`config.mk`:
```
export PLATFORM = sky130hd
export DESIGN_NAME = stby_power_seq
export DESIGN_NICKNAME = d
export VERILOG_FILES = /design/src/rtl/stby_pkg.sv /design/src/rtl/stby_dpath.sv /design/src/rtl/stby_ctrl.sv /design/src/rtl/stby_power_seq.sv
export SDC_FILE = /design/constraint.sdc
export NUM_CORES = 1
export LEC_CHECK = 0
export ABC_AREA = 1
export CAP_MARGIN = 10
export CORE_MARGIN = 1.5
export CORE_UTILIZATION = 45
export DETAILED_ROUTE_END_ITERATION = 8
export PLACE_DENSITY = 0.74
export SKIP_LAST_GASP = 1
export SYNTH_ARGS = -nofsm -noshare
export SYNTH_HDL_FRONTEND = slang
export SYNTH_SLANG_ARGS = --single-unit
```
`constraint.sdc`:
```
create_clock -name clk -period 4 [get_ports clk]
set_input_delay 0.6 -clock clk [delete_from_list [all_inputs] [get_ports clk]]
set_output_delay 0.6 -clock clk [all_outputs]
set_load 0.02 [all_outputs]
```
`src/rtl/stby_pkg.sv`:
```
package stby_pkg;

  typedef enum logic [2:0] {
    ST_RUN   = 3'd0,
    ST_SLEEP = 3'd1,
    ST_STOP  = 3'd2,
    ST_TBASE = 3'd3,
    ST_WATCH = 3'd4,
    ST_WAIT  = 3'd5,
    ST_RCHK  = 3'd6
  } stbyState_e;

  typedef enum logic [1:0] {
    CM_MAIN = 2'd0,
    CM_PLL  = 2'd1,
    CM_SUB  = 2'd2
  } clkMode_e;

  typedef enum logic [1:0] {
    LEN_MAIN  = 2'd0,
    LEN_SUB   = 2'd1,
    LEN_PLL   = 2'd2,
    LEN_MAXMP = 2'd3
  } waitLen_e;

  typedef struct packed {
    logic     cntLoad;
    waitLen_e lenSel;
    logic     modeWr;
    logic     modeClr;
  } ctrlStrobe_t;

  localparam logic [1:0] MODE_RESERVED = 2'd3;

endpackage

```
`src/rtl/stby_dpath.sv`:
```
module stby_dpath
  import stby_pkg::*;
#(
  parameter int CNT_W = 16
) (
  input  logic              clk,
  input  logic              porN,
  input  ctrlStrobe_t       stb,
  input  logic [1:0]        clkModeIn,
  input  logic [CNT_W-1:0]  cntMain,
  input  logic [CNT_W-1:0]  cntSub,
  input  logic [CNT_W-1:0]  cntPll,
  input  logic              refTick,
  output clkMode_e          clkModeQ,
  output logic              cntZero
);

  localparam logic [CNT_W-1:0] CNT_ZERO = '0;
  localparam logic [CNT_W-1:0] CNT_ONE  = CNT_W'(1);

  logic [CNT_W-1:0] waitCnt;
  logic [CNT_W-1:0] loadLen;
  logic [CNT_W-1:0] longerMainPll;
  logic             modeCodeOk;

  assign longerMainPll = (cntMain > cntPll) ? cntMain : cntPll;
  assign modeCodeOk    = (clkModeIn != MODE_RESERVED);

  always_comb begin
    unique case (stb.lenSel)
      LEN_MAIN:  loadLen = cntMain;
      LEN_SUB:   loadLen = cntSub;
      LEN_PLL:   loadLen = cntPll;
      default:   loadLen = longerMainPll;
    endcase
  end

  always_ff @(posedge clk or negedge porN) begin
    if (!porN) begin
      waitCnt <= CNT_ZERO;
    end else if (stb.cntLoad) begin
      waitCnt <= loadLen;
    end else if (refTick && (waitCnt != CNT_ZERO)) begin
      waitCnt <= waitCnt - CNT_ONE;
    end
  end

  always_ff @(posedge clk or negedge porN) begin
    if (!porN) begin
      clkModeQ <= CM_MAIN;
    end else if (stb.modeClr) begin
      clkModeQ <= CM_MAIN;
    end else if (stb.modeWr && modeCodeOk) begin
      clkModeQ <= clkMode_e'(clkModeIn);
    end
  end

  assign cntZero = (waitCnt == CNT_ZERO);

endmodule

```
`src/rtl/stby_ctrl.sv`:
```
module stby_ctrl
  import stby_pkg::*;
(
  input  logic        clk,
  input  logic        porN,
  input  logic        sysRst,
  input  logic        reqSleep,
  input  logic        reqStop,
  input  logic        reqWatch,
  input  logic        clkModeWe,
  input  logic        pllOnBit,
  input  logic        periphIrq,
  input  logic        extIrq,
  input  logic        tbIrq,
  input  logic        watchIrq,
  input  clkMode_e    clkModeQ,
  input  logic        cntZero,
  output stbyState_e  stateQ,
  output ctrlStrobe_t stb,
  output logic        cpuClkEn,
  output logic        periClkEn,
  output logic        mainOscEn,
  output logic        pllEn,
  output logic        wakeReady
);

  stbyState_e stateNxt;
  logic       mainWaitDue;
  logic       oscMayBeDown;
  logic       anyIrq;
  logic       tbWake;
  logic       watchWake;

  assign anyIrq       = periphIrq | extIrq | tbIrq | watchIrq;
  assign tbWake       = tbIrq | watchIrq | extIrq;
  assign watchWake    = watchIrq | extIrq;
  assign oscMayBeDown = (clkModeQ == CM_SUB) || (stateQ == ST_STOP) || (stateQ == ST_WAIT);

  always_comb begin
    stateNxt   = stateQ;
    stb        = '0;
    stb.lenSel = LEN_MAIN;
    if (sysRst) begin
      stateNxt    = ST_RCHK;
      stb.modeClr = 1'b1;
    end else begin
      unique case (stateQ)
        ST_RCHK: begin
          if (mainWaitDue) begin
            stb.cntLoad = 1'b1;
            stb.lenSel  = LEN_MAIN;
            stateNxt    = ST_WAIT;
          end else begin
            stateNxt = ST_RUN;
          end
        end
        ST_RUN: begin
          if (reqStop) begin
            stateNxt = ST_STOP;
          end else if (reqWatch) begin
            stateNxt = (clkModeQ == CM_SUB) ? ST_WATCH : ST_TBASE;
          end else if (reqSleep) begin
            stateNxt = ST_SLEEP;
          end else if (clkModeWe) begin
            stb.modeWr = 1'b1;
          end
        end
        ST_SLEEP: begin
          if (anyIrq) stateNxt = ST_RUN;
        end
        ST_STOP: begin
          if (extIrq) begin
            stb.cntLoad = 1'b1;
            stateNxt    = ST_WAIT;
            unique case (clkModeQ)
              CM_PLL:  stb.lenSel = LEN_MAXMP;
              CM_SUB:  stb.lenSel = LEN_SUB;
              default: stb.lenSel = LEN_MAIN;
            endcase
          end
        end
        ST_TBASE: begin
          if (tbWake) begin
            if ((clkModeQ == CM_PLL) && !pllOnBit) begin
              stb.cntLoad = 1'b1;
              stb.lenSel  = LEN_PLL;
              stateNxt    = ST_WAIT;
            end else begin
              stateNxt = ST_RUN;
            end
          end
        end
        ST_WATCH: begin
          if (watchWake) stateNxt = ST_RUN;
        end
        ST_WAIT: begin
          if (cntZero) stateNxt = ST_RUN;
        end
        default: stateNxt = ST_RCHK;
      endcase
    end
  end

  always_ff @(posedge clk or negedge porN) begin
    if (!porN) begin
      stateQ      <= ST_RCHK;
      mainWaitDue <= 1'b1;
    end else begin
      stateQ <= stateNxt;
      if (sysRst) begin
        mainWaitDue <= mainWaitDue | oscMayBeDown;
      end else if (stateQ == ST_RCHK) begin
        mainWaitDue <= 1'b0;
      end
    end
  end

  always_comb begin
    cpuClkEn  = (stateQ == ST_RUN);
    periClkEn = (stateQ == ST_RUN) || (stateQ == ST_SLEEP);
    mainOscEn = (stateQ != ST_STOP) && (clkModeQ != CM_SUB);
    pllEn     = (clkModeQ == CM_PLL) &&
                ((stateQ == ST_RUN) || (stateQ == ST_SLEEP) || (stateQ == ST_WAIT) ||
                 ((stateQ == ST_TBASE) && pllOnBit));
    wakeReady = (stateQ == ST_WAIT) && cntZero;
  end

endmodule

```
`src/rtl/stby_power_seq.sv`:
```
module stby_power_seq
  import stby_pkg::*;
#(
  parameter int CNT_W = 16
) (
  input  logic             clk,
  input  logic             porN,
  input  logic             sysRst,
  input  logic             reqSleep,
  input  logic             reqStop,
  input  logic             reqWatch,
  input  logic             clkModeWe,
  input  logic [1:0]       clkModeIn,
  input  logic             pllOnBit,
  input  logic             periphIrq,
  input  logic             extIrq,
  input  logic             tbIrq,
  input  logic             watchIrq,
  input  logic             refTick,
  input  logic [CNT_W-1:0] cntMain,
  input  logic [CNT_W-1:0] cntSub,
  input  logic [CNT_W-1:0] cntPll,
  output logic             cpuClkEn,
  output logic             periClkEn,
  output logic             mainOscEn,
  output logic             pllEn,
  output logic             wakeReady,
  output logic [2:0]       stateOut,
  output logic [1:0]       clkModeOut
);

  stbyState_e  stateQ;
  clkMode_e    clkModeQ;
  ctrlStrobe_t stb;
  logic        cntZero;

  stby_ctrl u_ctrl (
    .clk       (clk),
    .porN      (porN),
    .sysRst    (sysRst),
    .reqSleep  (reqSleep),
    .reqStop   (reqStop),
    .reqWatch  (reqWatch),
    .clkModeWe (clkModeWe),
    .pllOnBit  (pllOnBit),
    .periphIrq (periphIrq),
    .extIrq    (extIrq),
    .tbIrq     (tbIrq),
    .watchIrq  (watchIrq),
    .clkModeQ  (clkModeQ),
    .cntZero   (cntZero),
    .stateQ    (stateQ),
    .stb       (stb),
    .cpuClkEn  (cpuClkEn),
    .periClkEn (periClkEn),
    .mainOscEn (mainOscEn),
    .pllEn     (pllEn),
    .wakeReady (wakeReady)
  );

  stby_dpath #(.CNT_W(CNT_W)) u_dpath (
    .clk       (clk),
    .porN      (porN),
    .stb       (stb),
    .clkModeIn (clkModeIn),
    .cntMain   (cntMain),
    .cntSub    (cntSub),
    .cntPll    (cntPll),
    .refTick   (refTick),
    .clkModeQ  (clkModeQ),
    .cntZero   (cntZero)
  );

  assign stateOut   = stateQ;
  assign clkModeOut = clkModeQ;

endmodule

```
Yosys cells after proc, flatten, opt, wreduce, memory -nomap -nowiden. Cells that the tools add are included.

Reductions and logical operators: 21. Eq/ne operators: 19. Bitwise operators: 7. $add $sub $neg: 1. $lt $le $gt $ge: 1. Muxes and demuxes: 34.

Operators with widths (number): $mux W16 (3); $mux W3 (16); $pmux W16 S3 (1); $pmux W3 S7 (1); $gt A16 B16 Y1 (1); $logic_not A16 Y1 (1); $reduce_bool A16 Y1 (1); $sub A16 B1 Y16 const B (1); $ne A3 B2 Y1 const B (5); $eq A3 B3 Y1 const B (3); $pmux W3 S3 (1); $mux W1 (8); $logic_and A1 B1 Y1 (7); $or A1 B1 Y1 (7); $eq A3 B2 Y1 const B (2); $reduce_and A6 Y1 (1); $reduce_bool A2 Y1 (3); $logic_or A1 B1 Y1 (5); $ne A5 B5 Y1 const B (1); $eq A2 B1 Y1 const B (2); $eq A2 B2 Y1 const B (2); $mux W2 (2); $mux W4 (1); $ne A2 B2 Y1 const B (2); 6 further kinds (6).

Input port bits: 63. Output and inout bits: 10. Register bits: 22.

Longest topological paths before layout. Gate-level depths: netlist (run 1).

Depth in word-level cells: 9. Depth in mapped cells: 18. Gate-level depth less buffers: 18.

By module. Synthesis (run 1) repeated with hierarchy kept, for this count alone.

Cells, all modules: 481. Area total of the unflattened synthesis: 2939.1 um^2.

Modules (own cells, without submodules): stby_dpath (seq. area each 450.4 um^2, area each 2388.5 um^2, cells each 392, instances 1); stby_ctrl (seq. area each 103.8 um^2, area each 550.5 um^2, cells each 89, instances 1).

Least setup slack after synthesis (run 1). Ideal clock, no wire load.

Kind: flip-flop to output port. From: register u_dpath.waitCnt[0]. To: output port wakeReady. Data required time: 3.400 ns. Arrival: 2.027 ns. Stages on the path, launching flop included: 11. Setup slack: 1.373 ns. Path buffers: 0. Path through: dfrtp_1 > inv_1 > ha_1 > nand2_1 > nor2_1 > nand2_1 > nor2_1 > nand4_1 > nor2_1 > nand2_1 > nor4_1.

Word-level cells in the longest chain between the ends: 2.

RTL lines: from (decl) (RTL line stby_dpath.sv:21) `logic [CNT_W-1:0] waitCnt;`; from (signal assigned) (RTL line stby_dpath.sv:42) `waitCnt <= loadLen;`; from (signal assigned) (RTL line stby_dpath.sv:44) `waitCnt <= waitCnt - CNT_ONE;`; $logic_not A16 Y1 (RTL line stby_dpath.sv:58) `assign cntZero = (waitCnt == CNT_ZERO);`; $logic_and A1 B1 Y1 (RTL line stby_ctrl.sv:125) `wakeReady = (stateQ == ST_WAIT) && cntZero;`; to (decl) (RTL line stby_power_seq.sv:27) `output logic wakeReady,`.

No other way between the ends.

Worst setup path in the final report (run 1). Same ends and word-level chain as after synthesis.

==> flow_summary.ini, run 1 <==
[worst_setup_path]
r2r_slack_ns = 1.45
crit_path_max_fanout = 4
cp.buffers_inverters = 2
regToRegEndpoint = u_dpath.waitCnt[7]
worstPathArrival_ns = 2.86
critPathMaxStageDelay_ns = 0.67
setup.worst_path.end_class = primary output
required_ns = 3.40
reg2reg_depth = 10
crit_family = simple AND/OR/NAND/NOR gates
crit_chain = inv_1, ha_1, nand2_1, nor2_1, nand2_1, nor2_1, nand4_1, nor2_1, nand2_1, nor4_1, clkdlybuf4s50_1
setup.worst_path.start_class = flop
worst-setup-path-type = flop to primary output
slowest_stage = clkdlybuf4s50_1
timing.rr.start = u_ctrl.stateQ[1]

[clocking]
clock_latency_ns = 0.27
cts_setup_buffers = 0
cts_hold_buf = 0
root_buffer = clkbuf_8
clkTransAtPathRegs_ns = 0.08
cts_max_level = 1
cts-resized-gates = 0
cts_inserted_buffers = 3
tritoncts = built
clock_sinks = 22
clockBufferDepth = 2

[pwr]
pwr_density_cell_nw_per_um2 = 361
max-vdd-ir-drop_mv = 0.319
power.total_mw = 1.31
power.leakage_nw = 1.69

[yosys]
synth-edff-count = 0
synth_top_area_share = 0.166
ys.flop_type = dfrtp_1
postSynthAreaPerCell_um2 = 6.13
synth_cell_types = 38
ys_seq_elements = 22
yosysMostFrequentCell = nand2_1
synthTopCellsByArea = dfrtp_1 (17%), nand2_1 (15%), nand3_1 (10%), nor2_1 (8.5%), ha_1 (8.3%)
syn_area_um2 = 2870
yosysWarningCount = 0
ys_top_cells_by_count = nand2_1 (117), nor2_1 (65), inv_1 (61)
synthCells = 468
async_reset_ff_frac = 1.00
ys_seq_area_frac = 0.193
yosys.area.top_type = dfrtp_1
synth_fp_nets = 550

[status]
run_status = complete, no violations

[global_routing]
antenna_found_initial = 0
grt_max_degree = 23
first_global_vias = 3039
gr-total-overflow = 0
grt_util_all_layers = 0.246
grt_pass1_wl_mm = 14.2

[sta]
fin_ws_ns = 0.542
finClkSkew_ns = 0.00646
slew_viol_final = 0
timing.setup.tns_ns = 0
rsz0062_at_grt = no
final-setup-viol-count = 0
max_freq_ghz = 0.289
final_hold_viol_count = 0
period_needed_ns = 3.46
tightestPinTransition_ns = 1.03
max_slew_margin = 0.314
finalCritPeriodShare = 0.864

[final_layout]
synthToLayoutAreaGrowth_pct = 26.5
postLayoutCellArea_um2 = 3630
fin_nets = 615
drive_gt1_frac = 0.0639
finalNonFillerCells = 607
diodes = 0
fillCellCount = 614

[drt]
vias = 3249
drtIter0Drc = 260
via_per_inst = 5.35
drc = 0
detail-route-antenna-nets = 0
wl_per_cell_um = 13.9
routed_wl_mm = 8.43
firstDrtPassIters = 5

[min_path]
hp-class = flop to flop
hold_start = u_dpath.waitCnt[10]
hold-path-endpoint = u_dpath.waitCnt[10]
min_path_cells = 2

[place]
place_ws_ns = 0.572
io_buffers = 72
place_area_um2 = 3580
dp_cells = 603
place_congestion = 0.933
place_hpwl_mm = 6.70

[die]
die_h_um = 82.8
dieArea_um2 = 6860
die_x_um = 82.8
core_um2 = 6030
initial_core_util = 0.476
num_rows = 28
io-pin-count = 73

[flow_run]
max-cap-violations = 0
==> cell type report <==
type	instances	area, µm²	area share
Timing Repair Buffer	73	728	0.201
Multi-Input combinational cell	368	1960	0.541
Tap cell	75	93.8	0.0259
Clock buffer	4	45.0	0.0124
Inverter	65	245	0.0676
Sequential cell	22	554	0.153
==> metrics by stage <==
stage,hold WS [ns],util
2_1_floorplan,0.304,-
5_1_grt,0.556,0.602
6_report,0.517,0.602
3_3_place_gp,0.491,0.595
3_5_place_dp,0.498,0.595
4_1_cts,0.522,0.602
==> state kept, by name, indices dropped and copies added, names as in the netlist <==
name,flops
u_ctrl.mainWaitDue,1
u_dpath.waitCnt,16
u_ctrl.stateQ,3
u_dpath.clkModeQ,2
==> routing by layer <==
layer	GRT usage	routed length (µm)	vias up
li1	-	-	1667
met1	0.344	3870	1431
met2	0.415	3900	140
met3	0.0149	559	11
met4	0.0606	97	0
met5	0	0	-
==> cells by family after synthesis <==
family                   count (synthesis)  share of synthesized area
adder cells (fa/ha/maj)                 19                     0.0829
flip-flops                              22                      0.193
AO/OA/AOI/OAI                           60                      0.122
XOR/XNOR                                 5                     0.0153
AND/OR/NAND/NOR                        284                      0.464
buffers and inverters                   78                      0.123
==> report_power, final <==
| group | internal (mW) | switching (mW) | leakage, nW |
|---|---|---|---|
| clock | 0.0711 | 0.0730 | 0.0228 |
| combinational | 0.309 | 0.417 | 1.41 |
| sequential | 0.328 | 0.111 | 0.260 |
==> worst reg2reg max path, stage by stage, from the launching register on <==
cell,delay [ns]
dfstp_2,0.63
inv_2,0.09
nor3_2,0.26
nand3_1,0.14
nand2_2,0.32
inv_2,0.24
nor2_4,0.36
nand3_1,0.13
nand2_1,0.11
nand2_1,0.08
a21oi_1,0.14
==> placed cells by master (no fill, tap or decap), types with 2 or more instances in the layout <==
| cell | netlist | final |
|---|---|---|
| a21oi_1 | 19 | 19 |
| a22o_1 | 2 | 2 |
| a31oi_1 | 5 | 5 |
| clkbuf_8 | 0 | 3 |
| clkdlybuf4s50_1 | 0 | 72 |
| dfrtp_1 | 19 | 19 |
| dfstp_2 | 3 | 3 |
| ha_1 | 19 | 19 |
| inv_1 | 61 | 61 |
| inv_2 | 3 | 3 |
| nand2_1 | 117 | 117 |
| nand2_2 | 4 | 4 |
| nand2_8 | 2 | 2 |
| nand3_1 | 59 | 59 |
| nand4_1 | 8 | 8 |
| nor2_1 | 65 | 65 |
| nor2_2 | 2 | 2 |
| nor2_4 | 2 | 2 |
| nor3_1 | 8 | 8 |
| nor3_2 | 4 | 4 |
| nor4_1 | 5 | 5 |
| o211ai_1 | 7 | 7 |
| o21ai_0 | 16 | 16 |
| o21ai_1 | 6 | 6 |
| o31ai_1 | 2 | 2 |
| or2_2 | 3 | 3 |
| xor2_1 | 4 | 4 |
==> worst max path at each step <==
stage	from	to	depth (start not counted)
floorplan	u_dpath.waitCnt[0]	wakeReady	10
global route	u_dpath.waitCnt[0]	wakeReady	11
global placement	cntPll[13]	u_dpath.waitCnt[9]	12
finish	u_dpath.waitCnt[0]	wakeReady	11
detailed placement	cntPll[11]	u_dpath.waitCnt[9]	12
CTS	u_dpath.waitCnt[0]	wakeReady	11
(Power assumes the default switching activity.)
==> inputs of run 2 (changes only) <==
--- a/config.mk
+++ b/config.mk
@@ -6,9 +6,10 @@
 export NUM_CORES = 1
 export LEC_CHECK = 0
 export ABC_AREA = 1
-export CAP_MARGIN = 10
+export CAP_MARGIN = 20
 export CORE_MARGIN = 1.5
 export CORE_UTILIZATION = 45
+export CTS_CLUSTER_DIAMETER = 200
 export DETAILED_ROUTE_END_ITERATION = 8
 export PLACE_DENSITY = 0.74
 export SKIP_LAST_GASP = 1
==> run 2 against run 1 <==
  * Sequential power is essentially flat
  * Critical path depth is the same
  * Via count shrank 0.46%
  * Maximum frequency shrank 0.29%
  * Count of clock-buffer cells in the layout is the same
  * Global-route usage is the same
  * Clock skew grew 0.0017 ns
==> flow_summary.ini, run 2 (synthesis results as in run 1) <==
[status]
run_status = complete, no violations

[sta]
tightestPinTransition_ns = 0.636
max_slew_margin = 0.575
final-setup-viol-count = 0
finalCritPeriodShare = 0.867
max_freq_ghz = 0.288
timing.setup.tns_ns = 0
final_hold_viol_count = 0
rsz0062_at_grt = no
fin_ws_ns = 0.532
finClkSkew_ns = 0.00819
slew_viol_final = 0
period_needed_ns = 3.47

[drt]
routed_wl_mm = 8.45
via_per_inst = 5.32
drtIter0Drc = 237
wl_per_cell_um = 13.9
dr_wl_met3_um = 491
detail-route-antenna-nets = 0
firstDrtPassIters = 5
vias = 3234
drc = 0
wirelength_met1_mm = 3.97
wl_met2_mm = 3.90
dr.max_layer_used = met4

[clocking]
cts_setup_buffers = 0
clkTransAtPathRegs_ns = 0.08
root_buffer = clkbuf_8
clockBufferDepth = 2
tritoncts = built
cts_hold_buf = 0
cts_inserted_buffers = 3
clock_latency_ns = 0.27
clock_sinks = 22
cts-resized-gates = 0
cts_max_level = 1

[global_routing]
antenna_found_initial = 0
first_global_vias = 3039
grt_pass1_wl_mm = 14.2
grt_max_degree = 23
grt_util_all_layers = 0.246
gr-total-overflow = 0

[place]
place_congestion = 0.933
place_ws_ns = 0.572
io_buffers = 72
place_area_um2 = 3580
place_hpwl_mm = 6.70

[final_layout]
final_cell_mix = nand2_1 (117), clkdlybuf4s50_1 (72), nor2_1 (65)
largest_reg_flops = 16
fin_nets = 616
multi_input_area_um2 = 1960
reg.largest.list = u_dpath.waitCnt x16, u_ctrl.stateQ x3, u_dpath.clkModeQ x2
synthToLayoutAreaGrowth_pct = 27.5
final-seq-area_um2 = 554
post-route-util = 0.607
drive_gt1_frac = 0.0657
final_common_cell = nand2_1
postLayoutCellArea_um2 = 3660
diodes = 0
regMostFlops = u_dpath.waitCnt
fillCellCount = 612

[worst_setup_path]
setup.worst_path.end_class = primary output
endpoint = wakeReady
required_ns = 3.40
regToRegEndpoint = u_dpath.waitCnt[4]
worst-setup-path-type = flop to primary output
timing.rr.start = u_ctrl.stateQ[1]
worstPathArrival_ns = 2.87
r2r_slack_ns = 1.46
setup.worst_path.start_class = flop
reg2reg_depth = 10
crit_start = u_dpath.waitCnt[0]
crit_path_max_fanout = 4

[die]
die_x_um = 82.8
io-pin-count = 73
core_um2 = 6030
initial_core_util = 0.476
dieArea_um2 = 6860
die_h_um = 82.8
num_rows = 28

[flow_run]
max-cap-violations = 0

[min_path]
hp-class = flop to flop
hold_start = u_dpath.waitCnt[10]

[pwr]
pwr_density_cell_nw_per_um2 = 359
power.leakage_nw = 1.71
max-vdd-ir-drop_mv = 0.319
## run 2: worst min path at each step
stage	to	slack (ns)	cells past startpoint
3_3_place_gp	u_dpath.waitCnt[1]	0.49	2
5_1_grt	u_dpath.waitCnt[1]	0.56	2
4_1_cts	u_dpath.waitCnt[2]	0.52	2
3_5_place_dp	u_dpath.waitCnt[2]	0.50	2
2_1_floorplan	u_ctrl.stateQ[0]	0.30	0
6_report	u_dpath.waitCnt[10]	0.52	2
## run 2: layout make-up
cell class | instances | share of cell area
multi-input combinational | 368 | 0.537
timing repair buffer | 74 | 0.207
sequential | 22 | 0.152
inverter | 65 | 0.0671
tap | 75 | 0.0257
clock buffer | 4 | 0.0123
## run 2: routing by layer
layer | global-route usage | vias to the layer above
li1 | - | 1669
met1 | 0.344 | 1422
met2 | 0.415 | 136
met3 | 0.0149 | 7
met4 | 0.0606 | 0
met5 | 0 | -
## run 2: worst max-delay path, cell delays in order, from the launching register on
cell             delay [ns]
dfrtp_1                0.39
inv_1                  0.12
ha_1                   0.18
nand2_1                0.07
nor2_1                 0.15
nand2_1                0.13
nor2_1                 0.24
nand4_1                0.16
nor2_1                 0.16
nand2_1                0.09
nor4_1                 0.24
clkdlybuf4s50_1        0.67
## run 2: report_power, final
part | total, mW | leakage, nW | internal (mW) | switching, mW
Combinational | 0.730 | 1.42 | 0.312 | 0.418
Sequential | 0.439 | 0.260 | 0.328 | 0.111
Clock | 0.146 | 0.0228 | 0.0712 | 0.0744
Total | 1.31 | 1.71 | 0.711 | 0.604
## run 2: metrics by stage
stage	power (mW)	hold WS (ns)	std cells
global placement	1.15	0.491	603
CTS	1.31	0.522	607
detailed placement	1.16	0.498	603
finish	1.31	0.517	608
global route	1.44	0.556	608
floorplan	0.932	0.304	468
